## src/rtl/spi_cfg_pkg.sv

```systemverilog
package spi_cfg_pkg;
  localparam int unsigned REG_W  = 8;
  localparam int unsigned ADDR_W = 5;

  localparam int unsigned N_MASK = 8;
  localparam int unsigned N_THR  = 4;
  localparam int unsigned N_PW   = 1;
  localparam int unsigned N_ADC  = 5;
  localparam int unsigned N_TCFG = 1;
  localparam int unsigned N_TRES = 8;
  localparam int unsigned N_CTRL = 1;

  localparam int unsigned A_MASK = 0;
  localparam int unsigned A_THR  = A_MASK + N_MASK;
  localparam int unsigned A_PW   = A_THR + N_THR;
  localparam int unsigned A_ADC  = A_PW + N_PW;
  localparam int unsigned A_TCFG = A_ADC + N_ADC;
  localparam int unsigned A_TRES = A_TCFG + N_TCFG;
  localparam int unsigned A_CTRL = A_TRES + N_TRES;
  localparam int unsigned N_REGS = A_CTRL + N_CTRL;

  localparam int unsigned FRAME_BITS = 2 * REG_W;
  localparam int unsigned CNT_W      = $clog2(FRAME_BITS + 1);
  localparam int unsigned CFG_W      = (N_MASK + N_THR + N_PW + N_TCFG + N_CTRL) * REG_W;

  typedef enum logic [1:0] {
    REG_CFG,
    REG_ADC,
    REG_TRES,
    REG_NONE
  } reg_kind_e;

  function automatic reg_kind_e reg_kind(int unsigned a);
    if (a >= A_ADC && a < A_ADC + N_ADC)    return REG_ADC;
    if (a >= A_TRES && a < A_TRES + N_TRES) return REG_TRES;
    if (a < N_REGS)                         return REG_CFG;
    return REG_NONE;
  endfunction
endpackage

```

## src/rtl/spi_sync_edge.sv

```systemverilog
module spi_sync_edge #(
  parameter int unsigned   W       = 3,
  parameter int unsigned   STAGES  = 2,
  parameter logic [W-1:0]  RST_VAL = '0
) (
  input  logic         clk_i,
  input  logic         rst_ni,
  input  logic [W-1:0] d_i,
  output logic [W-1:0] lvl_o,
  output logic [W-1:0] rise_o,
  output logic [W-1:0] fall_o
);
  for (genvar gi = 0; gi < W; gi++) begin : g_bit
    // STAGES synchronizer flops plus one history flop for edge detection
    logic [STAGES:0] pipe_q;
    always_ff @(posedge clk_i or negedge rst_ni) begin
      if (!rst_ni) pipe_q <= {(STAGES + 1){RST_VAL[gi]}};
      else         pipe_q <= {pipe_q[STAGES-1:0], d_i[gi]};
    end
    assign lvl_o[gi]  = pipe_q[STAGES-1];
    assign rise_o[gi] = pipe_q[STAGES-1] & ~pipe_q[STAGES];
    assign fall_o[gi] = ~pipe_q[STAGES-1] & pipe_q[STAGES];
  end
endmodule

```

## src/rtl/spi_frame.sv

```systemverilog
module spi_frame
  import spi_cfg_pkg::*;
(
  input  logic              clk_i,
  input  logic              rst_ni,
  input  logic              sck_rise_i,
  input  logic              sck_fall_i,
  input  logic              mosi_i,
  input  logic              cs_i,
  input  logic [REG_W-1:0]  rd_data_i,
  output logic [ADDR_W-1:0] rd_addr_o,
  output logic              wr_stb_o,
  output logic [ADDR_W-1:0] wr_addr_o,
  output logic [REG_W-1:0]  wr_data_o,
  output logic              tx_bit_o,
  output logic [CNT_W-1:0]  cnt_o
);
  localparam logic [CNT_W-1:0] CMD_LAST  = CNT_W'(REG_W - 1);
  localparam logic [CNT_W-1:0] DATA_LAST = CNT_W'(FRAME_BITS - 1);
  localparam logic [CNT_W-1:0] DATA_1ST  = CNT_W'(REG_W);
  localparam logic [CNT_W-1:0] FULL      = CNT_W'(FRAME_BITS);

  logic [REG_W-2:0]  rx_q;
  logic [REG_W-1:0]  byte_w;
  logic [CNT_W-1:0]  cnt_q;
  logic              is_wr_q;
  logic [ADDR_W-1:0] addr_q;
  logic [REG_W-1:0]  tx_q;
  logic              rd_act_q;
  logic              wr_stb_q;
  logic [REG_W-1:0]  wr_data_q;
  logic              take_bit;

  assign byte_w    = {rx_q, mosi_i};
  assign rd_addr_o = byte_w[ADDR_W-1:0];  // look-ahead on the last command bit
  assign take_bit  = sck_rise_i && (cnt_q < FULL);

  always_ff @(posedge clk_i or negedge rst_ni) begin
    if (!rst_ni) begin
      rx_q      <= '0;
      cnt_q     <= '0;
      is_wr_q   <= 1'b0;
      addr_q    <= '0;
      tx_q      <= '0;
      rd_act_q  <= 1'b0;
      wr_stb_q  <= 1'b0;
      wr_data_q <= '0;
    end else begin
      wr_stb_q <= 1'b0;
      if (cs_i) begin
        cnt_q    <= '0;
        rd_act_q <= 1'b0;
        tx_q     <= '0;
      end else if (take_bit) begin
        cnt_q <= cnt_q + 1'b1;
        rx_q  <= byte_w[REG_W-2:0];
        if (cnt_q == CMD_LAST) begin
          is_wr_q  <= byte_w[REG_W-1];
          addr_q   <= byte_w[ADDR_W-1:0];
          rd_act_q <= ~byte_w[REG_W-1];
          tx_q     <= rd_data_i;
        end
        if (cnt_q == DATA_LAST && is_wr_q) begin
          wr_stb_q  <= 1'b1;
          wr_data_q <= byte_w;
        end
      end else if (sck_fall_i && rd_act_q && cnt_q > DATA_1ST && cnt_q < FULL) begin
        // MSB is held through the first data edge; later falls advance
        tx_q <= {tx_q[REG_W-2:0], 1'b0};
      end
    end
  end

  assign wr_stb_o  = wr_stb_q;
  assign wr_addr_o = addr_q;
  assign wr_data_o = wr_data_q;
  assign tx_bit_o  = rd_act_q & tx_q[REG_W-1];
  assign cnt_o     = cnt_q;
endmodule

```

## src/rtl/cfg_regfile.sv

```systemverilog
module cfg_regfile
  import spi_cfg_pkg::*;
(
  input  logic                      clk_i,
  input  logic                      rst_ni,
  input  logic                      wr_stb_i,
  input  logic [ADDR_W-1:0]         wr_addr_i,
  input  logic [REG_W-1:0]          wr_data_i,
  input  logic [ADDR_W-1:0]         rd_addr_i,
  input  logic [N_ADC*REG_W-1:0]    adc_i,
  input  logic [N_TRES*REG_W-1:0]   tres_i,
  output logic [REG_W-1:0]          rd_data_o,
  output logic [N_MASK*REG_W-1:0]   mask_o,
  output logic [N_THR*REG_W-1:0]    thr_o,
  output logic [N_PW*REG_W-1:0]     pw_o,
  output logic [N_TCFG*REG_W-1:0]   tcfg_o,
  output logic [N_CTRL*REG_W-1:0]   ctrl_o
);
  logic [N_REGS*REG_W-1:0] view;

  for (genvar gi = 0; gi < N_REGS; gi++) begin : g_reg
    if (reg_kind(gi) == REG_CFG) begin : g_cfg
      logic [REG_W-1:0] q;
      always_ff @(posedge clk_i or negedge rst_ni) begin
        if (!rst_ni)                                        q <= '0;
        else if (wr_stb_i && wr_addr_i == ADDR_W'(gi))      q <= wr_data_i;
      end
      assign view[gi*REG_W +: REG_W] = q;
    end else if (reg_kind(gi) == REG_ADC) begin : g_adc
      assign view[gi*REG_W +: REG_W] = adc_i[(gi - A_ADC)*REG_W +: REG_W];
    end else begin : g_tres
      assign view[gi*REG_W +: REG_W] = tres_i[(gi - A_TRES)*REG_W +: REG_W];
    end
  end

  assign rd_data_o = (rd_addr_i < ADDR_W'(N_REGS)) ? view[rd_addr_i*REG_W +: REG_W] : '0;

  assign mask_o = view[A_MASK*REG_W +: N_MASK*REG_W];
  assign thr_o  = view[A_THR*REG_W  +: N_THR*REG_W];
  assign pw_o   = view[A_PW*REG_W   +: N_PW*REG_W];
  assign tcfg_o = view[A_TCFG*REG_W +: N_TCFG*REG_W];
  assign ctrl_o = view[A_CTRL*REG_W +: N_CTRL*REG_W];
endmodule

```

## src/rtl/spi_cfg_bank.sv

```systemverilog
module spi_cfg_bank
  import spi_cfg_pkg::*;
(
  input  logic                     clk_i,
  input  logic                     rst_ni,
  input  logic                     sck_i,
  input  logic                     mosi_i,
  input  logic                     cs_ni,
  output logic                     miso_o,
  input  logic [N_ADC*REG_W-1:0]   adc_i,
  input  logic [N_TRES*REG_W-1:0]  tres_i,
  output logic [N_MASK*REG_W-1:0]  mask_o,
  output logic [N_THR*REG_W-1:0]   thr_o,
  output logic [N_PW*REG_W-1:0]    pw_o,
  output logic [N_TCFG*REG_W-1:0]  tcfg_o,
  output logic [N_CTRL*REG_W-1:0]  ctrl_o
);
  logic [2:0]        s_lvl, s_rise, s_fall;
  logic [ADDR_W-1:0] rd_addr, wr_addr;
  logic [REG_W-1:0]  rd_data, wr_data;
  logic              wr_stb, tx_bit;
  logic [CNT_W-1:0]  bit_cnt;

  // bit 0 sck, bit 1 mosi, bit 2 chip select (idles high)
  spi_sync_edge #(.W(3), .STAGES(2), .RST_VAL(3'b100)) u_sync (
    .clk_i  (clk_i),
    .rst_ni (rst_ni),
    .d_i    ({cs_ni, mosi_i, sck_i}),
    .lvl_o  (s_lvl),
    .rise_o (s_rise),
    .fall_o (s_fall)
  );

  spi_frame u_frame (
    .clk_i      (clk_i),
    .rst_ni     (rst_ni),
    .sck_rise_i (s_rise[0]),
    .sck_fall_i (s_fall[0]),
    .mosi_i     (s_lvl[1]),
    .cs_i       (s_lvl[2]),
    .rd_data_i  (rd_data),
    .rd_addr_o  (rd_addr),
    .wr_stb_o   (wr_stb),
    .wr_addr_o  (wr_addr),
    .wr_data_o  (wr_data),
    .tx_bit_o   (tx_bit),
    .cnt_o      (bit_cnt)
  );

  cfg_regfile u_regs (
    .clk_i     (clk_i),
    .rst_ni    (rst_ni),
    .wr_stb_i  (wr_stb),
    .wr_addr_i (wr_addr),
    .wr_data_i (wr_data),
    .rd_addr_i (rd_addr),
    .adc_i     (adc_i),
    .tres_i    (tres_i),
    .rd_data_o (rd_data),
    .mask_o    (mask_o),
    .thr_o     (thr_o),
    .pw_o      (pw_o),
    .tcfg_o    (tcfg_o),
    .ctrl_o    (ctrl_o)
  );

  // raw select gates the pin so it idles low without synchronizer delay
  assign miso_o = ~cs_ni & tx_bit;
endmodule

```

## config.mk

```make
export PLATFORM = sky130hd
export DESIGN_NAME = spi_cfg_bank
export DESIGN_NICKNAME = d
export VERILOG_FILES = /design/src/rtl/spi_cfg_pkg.sv /design/src/rtl/spi_sync_edge.sv /design/src/rtl/spi_frame.sv /design/src/rtl/cfg_regfile.sv /design/src/rtl/spi_cfg_bank.sv
export SDC_FILE = /design/constraint.sdc
export NUM_CORES = 1
export LEC_CHECK = 0
export BUFFER_PORTS_ARGS = -buffer_cell sky130_fd_sc_hd__buf_2
export CAP_MARGIN = 0
export CORE_MARGIN = 3
export CORE_UTILIZATION = 37
export CTS_BUF_LIST = sky130_fd_sc_hd__clkbuf_2 sky130_fd_sc_hd__clkbuf_4 sky130_fd_sc_hd__clkbuf_8
export DETAILED_ROUTE_END_ITERATION = 8
export HOLD_SLACK_MARGIN = 0.05
export PLACE_DENSITY_LB_ADDON = 0.05
export SYNTH_ARGS = -nofsm -noshare
export SYNTH_HDL_FRONTEND = slang
export SYNTH_SLANG_ARGS = --single-unit
```

## constraint.sdc

```tcl
create_clock -name clk_i -period 2.87 [get_ports clk_i]
set_clock_uncertainty 0.2 [all_clocks]
set_input_delay 0.287 -clock clk_i [delete_from_list [all_inputs] [get_ports clk_i]]
set_output_delay 0.287 -clock clk_i [all_outputs]
set_load 0.02 [all_outputs]
```

==> results.md, run 1 <==
* CTS max path bufs at 2
* Max Clk Rate at 369 MHz
* Vias/cell at 5.42
* Grt ovf at 0
* CTS Buf Count at 17
* N_diodes at 0
* Syn_area_per_cell at 14.1 um^2
* Static leakage at 5.26 nW
* Post-Synth Adder-Cell Area at 0.00451
* DRT antenna net count at 0
* Capture point of the worst reg-to-reg path: u_frame.tx_q[1]
* Fin. max-slew vios at 0
* Multiplexer share of the synthesized area at 0.345
* Wire length per cell at 24.2 um
* Cell area after synthesis at 8330 um^2
* Synth-to-layout area growth at 23.0%
* Seq/Total Area, Yosys at 0.490
* Starting Density at 0.379
* Maxcap violations at 0
* Yosys warning total at 0
* Final-report setup violation count at 0
* Skew-Pair Late Insertion Delay at 450 ps
* First DRT Iteration DRCs at 339
* Top-count cell post-synth: mux2_2
* Number of clock sinks at 163
* DRT Pass-1 Iters at 4
* # DRC at 0
* Post CTS Setup Buffer Count at 0
* CP arrival at 2850 ps
* Synth Net Count at 701
* CP max FO at 31
* Routed WL at 26900 um
* Setup crit end: u_frame.tx_q[1]
* Fillcell total at 2020
* Main flop type after synthesis: dfrtp_1
* Fin cells at 1113
* Initial antenna violation count at 0
* Total negative slack at 0 ps
* Top post-synthesis cells by area: dfrtp_1 48%, mux2_2 23%, mux4_2 6.5%
* Grt met2 use at 0.375
* Cells after Synth at 589
* PD cells at 496 nW/um^2
* Crit path depth at 5
* Fraction of final layout cells sized beyond drive strength 1 at 0.600
* Startpoint types: flop
* Xor/xnor share of the synthesized area at 0.00315
* Min Tclk post-route at 2710 ps
* Unique masters post-synth at 53
* List of most frequent post-synthesis cells: 167 x mux2_2, 161 x dfrtp_1, 31 x mux2_1, 31 x nand2_1, 24 x mux4_2
* Synth Register Bits at 163
* Max rail drop VDD at 0.250 mV
* Req. time, crit path at 3010 ps
* Power, Total at 5.08 mW
* Setup ws final at 161 ps
* Die X at 156 um
* Met3 usage at 0.0535
* Crit path launch: u_frame.rx_q[0]
* Post-synth ARST share at 1.00
* GRT Util Overall at 0.221
* Slew HR at 0.429
* Final HPWL DP at 20100 um
* Most Used Layer, Global Route: met2
* Core Area at 22000 um^2
* Cell taking the most area after synthesis: dfrtp_1
* Clock transition at path regs at 90 ps
* Pin count of the biggest net entering global routing at 61
* Yosys top cell area share at 0.484
* Final Wtd Congestion at 0.829
* Global-route wire length before repair at 40200 um
* Crit path buf inv count at 1
* Met1 global-route usage at 0.291
* Delay-heaviest family, CP: compound AO/OA/AOI/OAI gates
* Io pins at 230
* Reg2Reg Setup Slack at 160 ps
* Least-Margin Pin Slew at 856 ps
* Reg2Reg Launch Point: u_frame.rx_q[0]
* Synth Area in Compound Gates at 0.0568
* Area of the die at 24400 um^2
* Setup slack at placement at 216 ps
* Final nets at 932
* Final period utilization at 0.944
* FP Rows at 54
* EDFF count, synth at 0
* Clock root cell: clkbuf_8
* PortBufs at 229
* CP endpoint kind: flop
* Status: finished clean
* Die Ht at 156 um
* Placed Instances at 1077
* Post-Synth Simple-Gate Area at 0.0719
* Vias in the first global route at 6499
* Ordered list of cells on the worst path: buf_4, mux2_1, a222oi_1, a41oi_1, a221o_1
* Worst setup path category: flop to flop
* Max H-tree Level at 4
* Worst hold path class: primary input to flop
* RSZ-0062 raised after global routing: false
* Max incr delay on CP at 770 ps
* Fin. Hold Viols at 0
* Worst Reg-to-Reg Cells at 5
* CTS tree: yes
* Via Count at 6029
* Slowest CP cell: dfrtp_4
* Largest family of logic cells by synthesized area: multiplexers
-- worst min path at each step --
stage                     startpoint                          to  slack [ps]  depth (start not counted)
after global placement        rst_ni  u_regs.g_reg[0].g_cfg.q[0]          90                          1
after floorplan               rst_ni            u_frame.cnt_o[0]        -210                          0
after CTS                   adc_i[1]             u_frame.tx_q[1]         130                          5
after detailed placement      rst_ni  u_regs.g_reg[2].g_cfg.q[0]         100                          1
final                       adc_i[1]             u_frame.tx_q[1]         150                          5
after global routing       adc_i[18]             u_frame.tx_q[2]         140                          5
-- cell usage in the layout, fill, tap and decap left out, types with 5 or more instances in the layout --
| master | synthesis | routed |
|---|---|---|
| clkbuf_8 | 0 | 20 |
| a222oi_1 | 7 | 7 |
| buf_4 | 2 | 15 |
| dfrtp_1 | 161 | 159 |
| nor2_1 | 8 | 8 |
| mux4_2 | 24 | 24 |
| buf_2 | 12 | 228 |
| a221o_1 | 6 | 6 |
| nor2b_1 | 5 | 5 |
| nand3_1 | 8 | 8 |
| a22oi_1 | 14 | 14 |
| a221oi_2 | 6 | 6 |
| nor4b_1 | 6 | 6 |
| nand2_1 | 31 | 31 |
| and3_1 | 6 | 6 |
| mux2_1 | 31 | 31 |
| a41oi_1 | 6 | 6 |
| mux2_2 | 167 | 167 |
| mux2_4 | 7 | 7 |
-- worst min-delay path, delay by kind of cell --
kind,cells,cell delay (ps)
muxes,1,140
and+or+nand+nor,1,80
buffers and inverters,1,80
AOI/OAI and AO/OA,2,190
-- area by class of cell --
class,count,area (um^2),area share
flip-flops and latches,163,4090,0.399
well taps,280,350,0.0342
repair buffers,252,1390,0.135
multi-input cells,383,4010,0.392
clock inverters,9,104,0.0101
inverters,3,11.3,0.00110
clock buffers,23,298,0.0291
-- flip-flops by register name, indices dropped and copies added, names as in the netlist --
register             cells
u_regs.g.g_cfg.q        96
u_frame.tx_q             8
u_frame.wr_data_o        8
u_regs.ctrl_o            8
u_regs.pw_o              8
u_regs.tcfg_o            8
u_frame.rx_q             7
u_sync.g_bit.pipe_q      7
u_frame.cnt_o            5
u_frame.wr_addr_o        5
u_frame.is_wr_q          1
u_frame.rd_act_q         1
u_frame.wr_stb_o         1
-- routing by layer --
| metal | vias up | routed length [um] | share of wire |
|---|---|---|---|
| met3 | 13 | 1860 | 0.069 |
| met2 | 220 | 13200 | 0.49 |
| li1 | 2718 | - | - |
| met1 | 3078 | 11600 | 0.43 |
| met4 | 0 | 219 | 0.0081 |
| met5 | - | 0 | 0 |
-- power by group --
group | total, mW | internal [mW] | switching, mW
logic | 0.880 | 0.427 | 0.453
clock network | 1.69 | 0.867 | 0.827
registers | 2.50 | 2.34 | 0.161
total | 5.08 | 3.64 | 1.44
-- logic make-up (layout without fill, tap and decap cells) --
family / Yosys count / in the layout
buf+inv: 43 / 287
fa+ha+maj: 3 / 3
xor+xnor: 3 / 3
mux: 229 / 229
simple gates: 96 / 96
flops: 163 / 163
compound gates: 52 / 52
-- repair_timing --
item / 4_1_cts / 5_1_grt
hold buffers: 4 / 0
resized for setup: 0 / 0
hold endpoints to repair: 61 / 0
-- per-stage QoR --
step	hold WS, ps	area [um^2]	util
2_1_floorplan	-209	8330	-
3_3_place_gp	94.0	9800	0.446
3_5_place_dp	98.7	9800	0.446
4_1_cts	126	10200	0.467
5_1_grt	143	10200	0.467
6_report	151	10200	0.467
Note: power is estimated with default switching activity, not from simulation.
==> inputs of run 2 (changes only) <==
- SYNTH_HIERARCHICAL: unset -> 1
==> run 2 against run 1 <==
Net effect: via count is 3.2% higher; sequential share of layout area is 0.30 points lower; first-iteration DRC count is 34% higher; final area is 0.76% higher; flip-flop and latch count stayed put; critical path type unchanged.
==> results.md, run 2 <==
* Syn_area_per_cell at 14.0 um^2 (-0.80%)
* Vias in the first global route at 6371 (-2.0%)
* Fin. max-slew vios at 0 (unchanged)
* DRT antenna net count at 0 (unchanged)
* Global-route wire length before repair at 40000 um (-0.43%)
* Most frequent cells in the layout: 228 x buf_2, 159 x dfrtp_1, 144 x mux2_2, 36 x mux2i_1, 29 x mux4_2
* Hold Slack at 156 ps (+5.75 ps)
* Req. time, crit path at 2970 ps (-40 ps)
* Total negative slack at 0 ps (unchanged)
* Final-report setup violation count at 0 (unchanged)
* CTS tree: yes
* First DRT Iteration DRCs at 453 (+34%)
* Max rail drop VDD at 0.234 mV (-6.2%)
* Clock transition at path regs at 100 ps (about the same)
* Via Count at 6220 (+3.2%)
* Die Ht at 157 um (+0.83%)
* Worst setup path category: flop to flop
* Max FFs per register at 96 (unchanged)
* Final instance area at 10300 um^2 (+0.76%)
* Max H-tree Level at 4 (unchanged)
* Placed Instances at 1100 (+2.1%)
* Maxcap violations at 0 (unchanged)
* Io pins at 230 (unchanged)
* CP endpoint kind: flop
* Ordered list of cells on the worst path: mux4_1, mux2_2, nand2_1, a21oi_1, o221a_1, a221oi_1, a311oi_1
* Max Clk Rate at 362 MHz (-2.0%)
* Cells after Synth at 604 (+2.5%)
* Most common cell after layout, fill and taps aside: buf_2
* Starting Density at 0.382 (+0.00302)
* Synth Net Count at 716 (+2.1%)
* Number of clock sinks at 163 (unchanged)
* Slowest CP cell: dfrtp_4
* Delay-heaviest family, CP: multiplexers
* N_diodes at 0 (unchanged)
* Vias/cell at 5.48 (+1.1%)
* Fin cells at 1136 (+2.1%)
* PD cells at 504 nW/um^2 (+1.7%)
* Fraction of final layout cells sized beyond drive strength 1 at 0.568 (-0.0325)
* Initial antenna violation count at 0 (unchanged)
* CP arrival at 2870 ps (+20 ps)
* CP max FO at 17 (-45%)
* Static leakage at 5.38 nW (+2.2%)
* Area of the die at 24800 um^2 (+1.7%)
* Grt ovf at 0 (unchanged)
* Final HPWL DP at 20000 um (-0.64%)
* RSZ-0062 raised after global routing: false
* CTS Buf Count at 17 (unchanged)
* Fin. Hold Viols at 0 (unchanged)
* Max incr delay on CP at 640 ps (-130 ps)
* DRT Pass-1 Iters at 4 (unchanged)
* Routed WL at 27000 um (+0.58%)
* CTS max path bufs at 2 (unchanged)
* PortBufs at 229 (unchanged)
* Synth-to-layout area growth at 21.8%
* Yosys warning total at 6 (+6)
* Min Tclk post-route at 2770 ps (+56.3 ps)
* Cell area after synthesis at 8470 um^2 (+1.7%)
* Worst hold path class: flop to flop
* Wire length per cell at 23.8 um (-1.5%)
* Final core occ at 0.466 (-0.000768)
* Crit path buf inv count at 0 (-1)
* Final nets at 955 (+2.5%)
* Placed Area at 9910 um^2 (+1.0%)
* Slew HR at 0.389 (-0.0400)
* Final Wtd Congestion at 0.797 (-3.8%)
* Top reg by flops: u_regs/g.g_cfg.q
* Skew-Pair Late Insertion Delay at 460 ps (about the same)
* Status: finished clean
* FP Rows at 54 (unchanged)
* Startpoint types: flop
* Final period utilization at 0.964 (+0.0196)
* Pin count of the biggest net entering global routing at 94 (+54%)
* Least-Margin Pin Slew at 916 ps (+60.0 ps)
* Die X at 157 um (+0.83%)
* # DRC at 0 (unchanged)
* Core Area at 22200 um^2 (+0.92%)
* GRT Util Overall at 0.218 (-0.00296)
* Clock root cell: clkbuf_8
==> run 2: cell count changes in the layout (fill, tap and decap cells not counted), moves of 8 or more <==
cell,before,now
mux4_1,0,8
mux2i_1,0,36
a21oi_1,3,15
mux2_1,31,0
a22oi_1,14,0
mux2_2,167,144
o22ai_1,0,9
nor2_1,8,22
buf_4,15,28
inv_1,3,15
==> run 2: final cells by class <==
type / instances / area, um^2
clock buffer: 18 / 241
clock inverter: 14 / 125
sequential: 163 / 4090
multi-input combinational: 381 / 4000
tap: 280 / 350
timing repair buffer: 265 / 1470
inverter: 15 / 56.3
fill: 2072 / 11800
==> run 2: worst paths after layout <==
path	from	endpoint	slack (ps)	cells after the start
max	u_frame/rx_q[0]	u_frame/tx_q[5]	100	7
min	u_sync/g_bit[0].pipe_q[0]	u_sync/g_bit[0].pipe_q[1]	160	0
max reg2reg	u_frame/rx_q[0]	u_frame/tx_q[5]	100	7
min reg2reg	u_sync/g_bit[0].pipe_q[0]	u_sync/g_bit[0].pipe_q[1]	160	0
max in group asynchronous	rst_ni	u_regs/pw_o[3]	1400	3
min in group asynchronous	rst_ni	u_frame/cnt_o[0]	260	2
==> run 2: report_power, final <==
part	internal, mW	switching, mW	total, mW	leakage [nW]
clock network	0.632	0.929	1.56	0.178
registers	2.34	0.0585	2.40	2.25
logic	0.543	0.698	1.24	2.95
==> run 2: what timing repair did <==
item	4_1_cts	5_1_grt
gates resized for setup	0	3
endpoints found under the hold margin	90	0
setup buffers	0	0
endpoints found under the setup margin	0	2
hold buffers	4	0
==> run 2: metal layers <==
metal | up-vias | global-route usage | share of wire
met5 | - | 0 | 0
met4 | 0 | 0.0537 | 0.0095
met3 | 18 | 0.0429 | 0.054
met2 | 201 | 0.353 | 0.49
met1 | 3247 | 0.305 | 0.44
li1 | 2754 | - | -
==> run 2: metrics by stage <==
step                      setup WS, ps  power (mW)
after global placement             134        3.67
after global routing              1.38        5.48
after CTS                         62.6        5.26
after floorplan                    454        3.31
after detailed placement          85.0        3.68
final                              105        5.20
